## src/rtl/flash_cmd_pkg.sv

```systemverilog
package flash_cmd_pkg;

  typedef enum logic [1:0] {
    RD_ARRAY  = 2'd0,
    RD_ID     = 2'd1,
    RD_STATUS = 2'd2
  } rd_mode_e;

  typedef enum logic [2:0] {
    PH_IDLE        = 3'd0,
    PH_PROG_SETUP  = 3'd1,
    PH_ERASE_SETUP = 3'd2,
    PH_PROG        = 3'd3,
    PH_ERASE       = 3'd4,
    PH_SUSP        = 3'd5
  } phase_e;

  localparam logic [7:0] CMD_READ_ARRAY  = 8'hFF;
  localparam logic [7:0] CMD_READ_ID     = 8'h90;
  localparam logic [7:0] CMD_READ_STATUS = 8'h70;
  localparam logic [7:0] CMD_CLEAR       = 8'h50;
  localparam logic [7:0] CMD_PROG_A      = 8'h40;
  localparam logic [7:0] CMD_PROG_B      = 8'h10;
  localparam logic [7:0] CMD_ERASE       = 8'h20;
  localparam logic [7:0] CMD_CONFIRM     = 8'hD0;
  localparam logic [7:0] CMD_SUSPEND     = 8'hB0;

  localparam logic [7:0] MFR_CODE        = 8'h89;
  localparam logic [7:0] DEV_CODE_TOP    = 8'h78;
  localparam logic [7:0] DEV_CODE_BOTTOM = 8'h79;

endpackage

```

## src/rtl/wsm_timer.sv

```systemverilog
module wsm_timer #(
  parameter int CNT_W = 5
) (
  input  logic             clk_i,
  input  logic             rst_ni,
  input  logic             load_i,
  input  logic [CNT_W-1:0] load_val_i,
  input  logic             run_i,
  output logic             zero_o,
  output logic [CNT_W-1:0] cnt_o
);

  logic [CNT_W-1:0] cnt_q;

  always_ff @(posedge clk_i or negedge rst_ni) begin
    if (!rst_ni) begin
      cnt_q <= '0;
    end else if (load_i) begin
      cnt_q <= load_val_i;
    end else if (run_i && cnt_q != '0) begin
      cnt_q <= cnt_q - 1'b1;
    end
  end

  assign zero_o = (cnt_q == '0);
  assign cnt_o  = cnt_q;

endmodule

```

## src/rtl/cmd_decoder.sv

```systemverilog
module cmd_decoder
  import flash_cmd_pkg::*;
(
  input  logic     clk_i,
  input  logic     rst_ni,
  input  logic     we_i,
  input  logic [7:0] data_i,
  input  logic     vpp_ok_i,
  input  logic     wsm_zero_i,
  output rd_mode_e mode_o,
  output phase_e   phase_o,
  output logic     load_o,
  output logic     load_erase_o,
  output logic     set_vpp_o,
  output logic     set_prog_o,
  output logic     set_erase_o,
  output logic     clr_o
);

  rd_mode_e mode_q, mode_d;
  phase_e   phase_q, phase_d;
  logic     done;

  assign done = (phase_q == PH_PROG || phase_q == PH_ERASE) && wsm_zero_i;

  always_comb begin
    mode_d       = mode_q;
    phase_d      = phase_q;
    load_o       = 1'b0;
    load_erase_o = 1'b0;
    set_vpp_o    = 1'b0;
    set_prog_o   = 1'b0;
    set_erase_o  = 1'b0;
    clr_o        = 1'b0;
    case (phase_q)
      PH_IDLE: begin
        if (we_i) begin
          case (data_i)
            CMD_READ_ARRAY:  mode_d = RD_ARRAY;
            CMD_READ_ID:     mode_d = RD_ID;
            CMD_READ_STATUS: mode_d = RD_STATUS;
            CMD_CLEAR: begin
              clr_o  = 1'b1;
              mode_d = RD_ARRAY;
            end
            CMD_PROG_A, CMD_PROG_B: begin
              phase_d = PH_PROG_SETUP;
              mode_d  = RD_STATUS;
            end
            CMD_ERASE: begin
              phase_d = PH_ERASE_SETUP;
              mode_d  = RD_STATUS;
            end
            default: ;
          endcase
        end
      end
      PH_PROG_SETUP: begin
        if (we_i) begin
          if (vpp_ok_i) begin
            phase_d = PH_PROG;
            load_o  = 1'b1;
          end else begin
            set_vpp_o = 1'b1;
            phase_d   = PH_IDLE;
          end
        end
      end
      PH_ERASE_SETUP: begin
        if (we_i) begin
          if (data_i != CMD_CONFIRM) begin
            set_prog_o  = 1'b1;
            set_erase_o = 1'b1;
            phase_d     = PH_IDLE;
          end else if (vpp_ok_i) begin
            phase_d      = PH_ERASE;
            load_o       = 1'b1;
            load_erase_o = 1'b1;
          end else begin
            set_vpp_o = 1'b1;
            phase_d   = PH_IDLE;
          end
        end
      end
      PH_PROG: begin
        if (we_i && data_i == CMD_READ_STATUS) mode_d = RD_STATUS;
        if (done) phase_d = PH_IDLE;
      end
      PH_ERASE: begin
        if (we_i && data_i == CMD_READ_STATUS) mode_d = RD_STATUS;
        if (done) begin
          phase_d = PH_IDLE;
        end else if (we_i && data_i == CMD_SUSPEND) begin
          phase_d = PH_SUSP;
          mode_d  = RD_STATUS;
        end
      end
      PH_SUSP: begin
        if (we_i) begin
          case (data_i)
            CMD_READ_ARRAY:  mode_d = RD_ARRAY;
            CMD_READ_ID:     mode_d = RD_ID;
            CMD_READ_STATUS: mode_d = RD_STATUS;
            CMD_CONFIRM:     phase_d = PH_ERASE;
            default: ;
          endcase
        end
      end
      default: phase_d = PH_IDLE;
    endcase
  end

  always_ff @(posedge clk_i or negedge rst_ni) begin
    if (!rst_ni) begin
      mode_q  <= RD_ARRAY;
      phase_q <= PH_IDLE;
    end else begin
      mode_q  <= mode_d;
      phase_q <= phase_d;
    end
  end

  assign mode_o  = mode_q;
  assign phase_o = phase_q;

endmodule

```

## src/rtl/status_reg.sv

```systemverilog
module status_reg (
  input  logic       clk_i,
  input  logic       rst_ni,
  input  logic       set_vpp_i,
  input  logic       set_prog_i,
  input  logic       set_erase_i,
  input  logic       clr_i,
  input  logic       busy_i,
  input  logic       susp_i,
  output logic [7:0] sr_o
);

  logic [2:0] err_q;  // {erase, program, supply}

  always_ff @(posedge clk_i or negedge rst_ni) begin
    if (!rst_ni) begin
      err_q <= '0;
    end else if (clr_i) begin
      err_q <= '0;
    end else begin
      err_q <= err_q | {set_erase_i, set_prog_i, set_vpp_i};
    end
  end

  assign sr_o = {~busy_i, susp_i, err_q, 3'b000};

endmodule

```

## src/rtl/rd_mux.sv

```systemverilog
module rd_mux
  import flash_cmd_pkg::*;
#(
  parameter bit TOP_BOOT = 1'b1
) (
  input  rd_mode_e   mode_i,
  input  logic       addr0_i,
  input  logic [7:0] array_data_i,
  input  logic [7:0] sr_i,
  output logic [7:0] rd_data_o
);

  logic [7:0] dev_code;

  generate
    if (TOP_BOOT) begin : g_top
      assign dev_code = DEV_CODE_TOP;
    end else begin : g_bottom
      assign dev_code = DEV_CODE_BOTTOM;
    end
  endgenerate

  always_comb begin
    case (mode_i)
      RD_ID:     rd_data_o = addr0_i ? dev_code : MFR_CODE;
      RD_STATUS: rd_data_o = sr_i;
      default:   rd_data_o = array_data_i;
    endcase
  end

endmodule

```

## src/rtl/flash_cmd_ctrl.sv

```systemverilog
module flash_cmd_ctrl
  import flash_cmd_pkg::*;
#(
  parameter int PROG_CYCLES  = 8,
  parameter int ERASE_CYCLES = 24,
  parameter bit TOP_BOOT     = 1'b1
) (
  input  logic       clk_i,
  input  logic       rst_ni,
  input  logic       we_i,
  input  logic [7:0] data_i,
  input  logic       addr0_i,
  input  logic       vpp_ok_i,
  input  logic [7:0] array_data_i,
  output logic [7:0] rd_data_o,
  output logic       busy_o
);

  localparam int MAX_CYC = (PROG_CYCLES > ERASE_CYCLES) ? PROG_CYCLES : ERASE_CYCLES;
  localparam int CNT_W   = $clog2(MAX_CYC + 1);
  localparam logic [CNT_W-1:0] PROG_LD  = CNT_W'(PROG_CYCLES - 1);
  localparam logic [CNT_W-1:0] ERASE_LD = CNT_W'(ERASE_CYCLES - 1);

  rd_mode_e         mode;
  phase_e           phase;
  logic             load, load_erase;
  logic             set_vpp, set_prog, set_erase, clr;
  logic             wsm_zero;
  logic [CNT_W-1:0] wsm_cnt;
  logic [7:0]       sr;
  logic             busy, susp;

  cmd_decoder u_dec (
    .clk_i       (clk_i),
    .rst_ni      (rst_ni),
    .we_i        (we_i),
    .data_i      (data_i),
    .vpp_ok_i    (vpp_ok_i),
    .wsm_zero_i  (wsm_zero),
    .mode_o      (mode),
    .phase_o     (phase),
    .load_o      (load),
    .load_erase_o(load_erase),
    .set_vpp_o   (set_vpp),
    .set_prog_o  (set_prog),
    .set_erase_o (set_erase),
    .clr_o       (clr)
  );

  assign busy = (phase == PH_PROG) || (phase == PH_ERASE);
  assign susp = (phase == PH_SUSP);

  wsm_timer #(.CNT_W(CNT_W)) u_wsm (
    .clk_i     (clk_i),
    .rst_ni    (rst_ni),
    .load_i    (load),
    .load_val_i(load_erase ? ERASE_LD : PROG_LD),
    .run_i     (busy),
    .zero_o    (wsm_zero),
    .cnt_o     (wsm_cnt)
  );

  status_reg u_sr (
    .clk_i      (clk_i),
    .rst_ni     (rst_ni),
    .set_vpp_i  (set_vpp),
    .set_prog_i (set_prog),
    .set_erase_i(set_erase),
    .clr_i      (clr),
    .busy_i     (busy),
    .susp_i     (susp),
    .sr_o       (sr)
  );

  rd_mux #(.TOP_BOOT(TOP_BOOT)) u_mux (
    .mode_i      (mode),
    .addr0_i     (addr0_i),
    .array_data_i(array_data_i),
    .sr_i        (sr),
    .rd_data_o   (rd_data_o)
  );

  assign busy_o = busy;

endmodule

```

## config.mk

```make
export PLATFORM = sky130hd
export DESIGN_NAME = flash_cmd_ctrl
export DESIGN_NICKNAME = d
export VERILOG_FILES = /design/src/rtl/flash_cmd_pkg.sv /design/src/rtl/wsm_timer.sv /design/src/rtl/cmd_decoder.sv /design/src/rtl/status_reg.sv /design/src/rtl/rd_mux.sv /design/src/rtl/flash_cmd_ctrl.sv
export SDC_FILE = /design/constraint.sdc
export NUM_CORES = 1
export LEC_CHECK = 0
export BUFFER_PORTS_ARGS = -buffer_cell sky130_fd_sc_hd__clkbuf_2
export CORE_AREA = 4 4 58 60
export DETAILED_ROUTE_END_ITERATION = 8
export DIE_AREA = 0 0 62 64
export PLACE_DENSITY_LB_ADDON = 0.25
export RECOVER_POWER = 25
export SLEW_MARGIN = 20
export SYNTH_ARGS = -nofsm -noshare
export SYNTH_HDL_FRONTEND = slang
export SYNTH_SLANG_ARGS = --single-unit
```

## constraint.sdc

```tcl
create_clock -name clk_i -period 5.5 [get_ports clk_i]
set_input_delay 1.1 -clock clk_i [delete_from_list [all_inputs] [get_ports clk_i]]
set_output_delay 1.1 -clock clk_i [all_outputs]
set_load 0.05 [all_outputs]
```

==> metrics.md <==
| Metric | Value |
|---|---|
| # nets final | 211 |
| CP max stage delay | 0.59 ns |
| Max Fclk | 0.3146 GHz |
| Synth Area in XOR/XNOR | 0.03546 |
| Worst-Skew Late Latency | 0.28 ns |
| Grt total ovfl | 0 |
| Tcrit/Tclk final | 0.5780 |
| DP HPWL | 2436 µm |
| Util after Layout | 0.4791 |
| Most frequent cells in the layout | 28 x clkbuf_2, 21 x nand2_1, 18 x nor2_1 |
| Endpoints failing setup | 0 |
| Die area | 0.003968 mm² |
| Die X-Extent | 62 µm |
| Worst slack, placed | 2.459 ns |
| Clock tree sinks | 13 |
| Reg2Reg Setup Slack | 3.22 ns |
| Clock transition at the registers of the reported paths | 0.08 ns |
| Worst min-delay path class | flop to flop |
| Starting Density | 0.4218 |
| Rows | 20 |
| Slowest-stage cell, CP | dfrtp_1 |
| Post-Place Cells | 214 |
| Max_cap viols | 0 |
| Cts repair resizes | 0 |
| Post-Route WL | 3053 µm |
| Synth unique cells | 50 |
| Crit-path max FO | 19 |
| Port bufs | 29 |
| DR vias/cell | 5.807 |
| Drt first pass iters | 4 |
| Vias in the first global route | 1212 |
| CP startpoint kind | flop |
| Fillers | 303 |
| Peak VDD IR | 0.3557 mV |
| Endpoints failing hold | 0 |
| Core footprint | 0.002928 mm² |
| Final Cell Area | 0.001403 mm² |
| Req. time, crit path | 4.40 ns |
| RSZ-0062 raised after global routing | no |
| Die Span Y | 64 µm |
| Flip-flop and latch count after synthesis | 13 |
| First-pass GRT wire length | 5292 µm |
| H-Tree Depth | 1 |
| Critical Path, Cell by Cell | nor3b_1, nor2_1, a21oi_1, o21ai_0, clkbuf_2 |
| GRT Overall Usage | 0.1706 |
| Gpl congestion | 0.8350 |
| Final Max Slew Viols | 0 |
| CTS root buf | clkbuf_4 |
| Post-DP Area | 0.001378 mm² |
| Largest net degree at the start of global routing | 20 |
| Ys Warns | 0 |
| Crit path time final | 3.179 ns |
| Critical path data arrival time | 2.08 ns |
| Main combinational cell family by area after synthesis | simple AND/OR/NAND/NOR gates |
| Initial antenna violation count | 0 |
| Top FF cell, synth | dfrtp_1 |
| Clk_skew | 0.001476 ns |
| Rel. slew slack | 0.5368 |
| Final WS setup | 2.321 ns |
| CTS tree | yes |
| Status | complete, no violations |
| Area Overhead vs Synth | 13.58% |
| Post-Synth Adder-Cell Area | 0.04863 |
| Power Total | 581.9 µW |
| Post-CTS Setup Inserts | 0 |
| Post-Syn Area | 0.001235 mm² |
| Pwr dens | 414.9 mW/mm² |
| Hold WS | 0.5226 ns |
| DRC violations left | 0 |
| Slew @ Worst Pin | 0.6948 ns |
| Critical path type | flop to primary output |
| Initial DRC count | 40 |
| Crit end category | primary output |
| Syn_area_per_cell | 7.623 µm² |
| Diodes inserted | 0 |
| Cells after Synth | 162 |
| Post-CTS Hold Buffers | 0 |
| Compound-gate portion of the synthesized area | 0.1996 |
| Routed length per placed instance | 14.00 µm |
| Routed via count | 1266 |
| Clock Path Buffers | 2 |
| Synth Area in Simple Gates | 0.3597 |
| Post-synth EDFFs | 0 |
| Most common cell after layout, fill and taps aside | clkbuf_2 |
| Fraction of layout cells with a size suffix above 1 | 0.2054 |
| Post-synthesis mux area share | 0.03343 |
| Setup TNS | 0 ns |
| Async S/R FF share, synth | 1.000 |
| Post-Layout Cell Count | 218 |
| Cts bufs inserted | 3 |
| # IOs | 30 |
| Seq/Total Area, Yosys | 0.2634 |
| Post-Syn Nets | 187 |
| Leak | 0.6362 nW |
| Final ANT Viol Nets | 0 |
-- kinds of logic after synthesis --
group / count (synthesis)
DFF: 13
and+or+nand+nor: 79
xor gates and xnor gates: 5
adders and majority gates: 5
buffers and inverters: 18
AOI/OAI and AO/OA: 38
muxes: 4
-- sequential cells by signal, indices dropped and copies added (netlist names) --
register	count
u_sr.err_q	3
u_dec.phase_o	3
u_dec.mode_o	2
u_wsm.cnt_o	5
-- worst max-delay path, delay by kind of cell (launching register included) --
kind	cells	cell delay [ns]
buf+inv	1	0.25
compound gates	2	0.26
simple gates	2	0.70
flops	1	0.59
-- area by class of cell --
type / instances / area, µm² / share of cell area
sequential: 13 / 325.3 / 0.2319
timing repair buffer: 29 / 143.9 / 0.1026
inverter: 8 / 30.03 / 0.02141
clock buffer: 4 / 26.28 / 0.01873
multi-input combinational: 131 / 835.8 / 0.5959
tap: 33 / 41.29 / 0.02944
-- final timing paths --
| check | cells past startpoint | startpoint | to |
|---|---|---|---|
| max in group asynchronous | 1 | rst_ni | u_dec.phase_o[0] |
| min in group asynchronous | 1 | rst_ni | u_wsm.cnt_o[3] |
| max reg2reg | 7 | u_wsm.cnt_o[0] | u_dec.phase_o[0] |
| min reg2reg | 2 | u_sr.err_q[2] | u_sr.err_q[2] |
| max | 5 | u_dec.phase_o[0] | rd_data_o[7] |
| min | 2 | u_sr.err_q[2] | u_sr.err_q[2] |
-- cell usage after synthesis, drive strengths merged, types with 2 or more instances --
cell / instances / share of area
o21a: 2 / 0.012
nor3: 3 / 0.012
ha: 4 / 0.041
and3: 2 / 0.010
nand3: 7 / 0.028
nand2: 21 / 0.064
nand2b: 2 / 0.010
buf: 3 / 0.014
mux2i: 3 / 0.024
nor4: 5 / 0.043
inv: 8 / 0.024
a21oi: 9 / 0.036
clkbuf: 7 / 0.021
nand4: 2 / 0.010
o21ai: 9 / 0.036
nor2: 19 / 0.071
a31oi: 5 / 0.025
and2: 5 / 0.025
xnor2: 2 / 0.014
dfrtp: 13 / 0.26
nor3b: 2 / 0.012
nor2b: 3 / 0.015
xor2: 3 / 0.021
-- report_power, final --
part / total, mW / switching (mW) / internal [mW]
clock: 0.0585 / 0.0303 / 0.0281
combinational: 0.352 / 0.235 / 0.117
sequential: 0.171 / 0.0450 / 0.126
-- per-layer routing --
metal	track usage	up-vias	routed length, µm
met5	0	-	0
met4	0.02387	0	8
met3	0.04444	3	179
met2	0.2811	34	1490
met1	0.2244	600	1374
li1	-	629	-
Power figures use the tool's default switching activity.
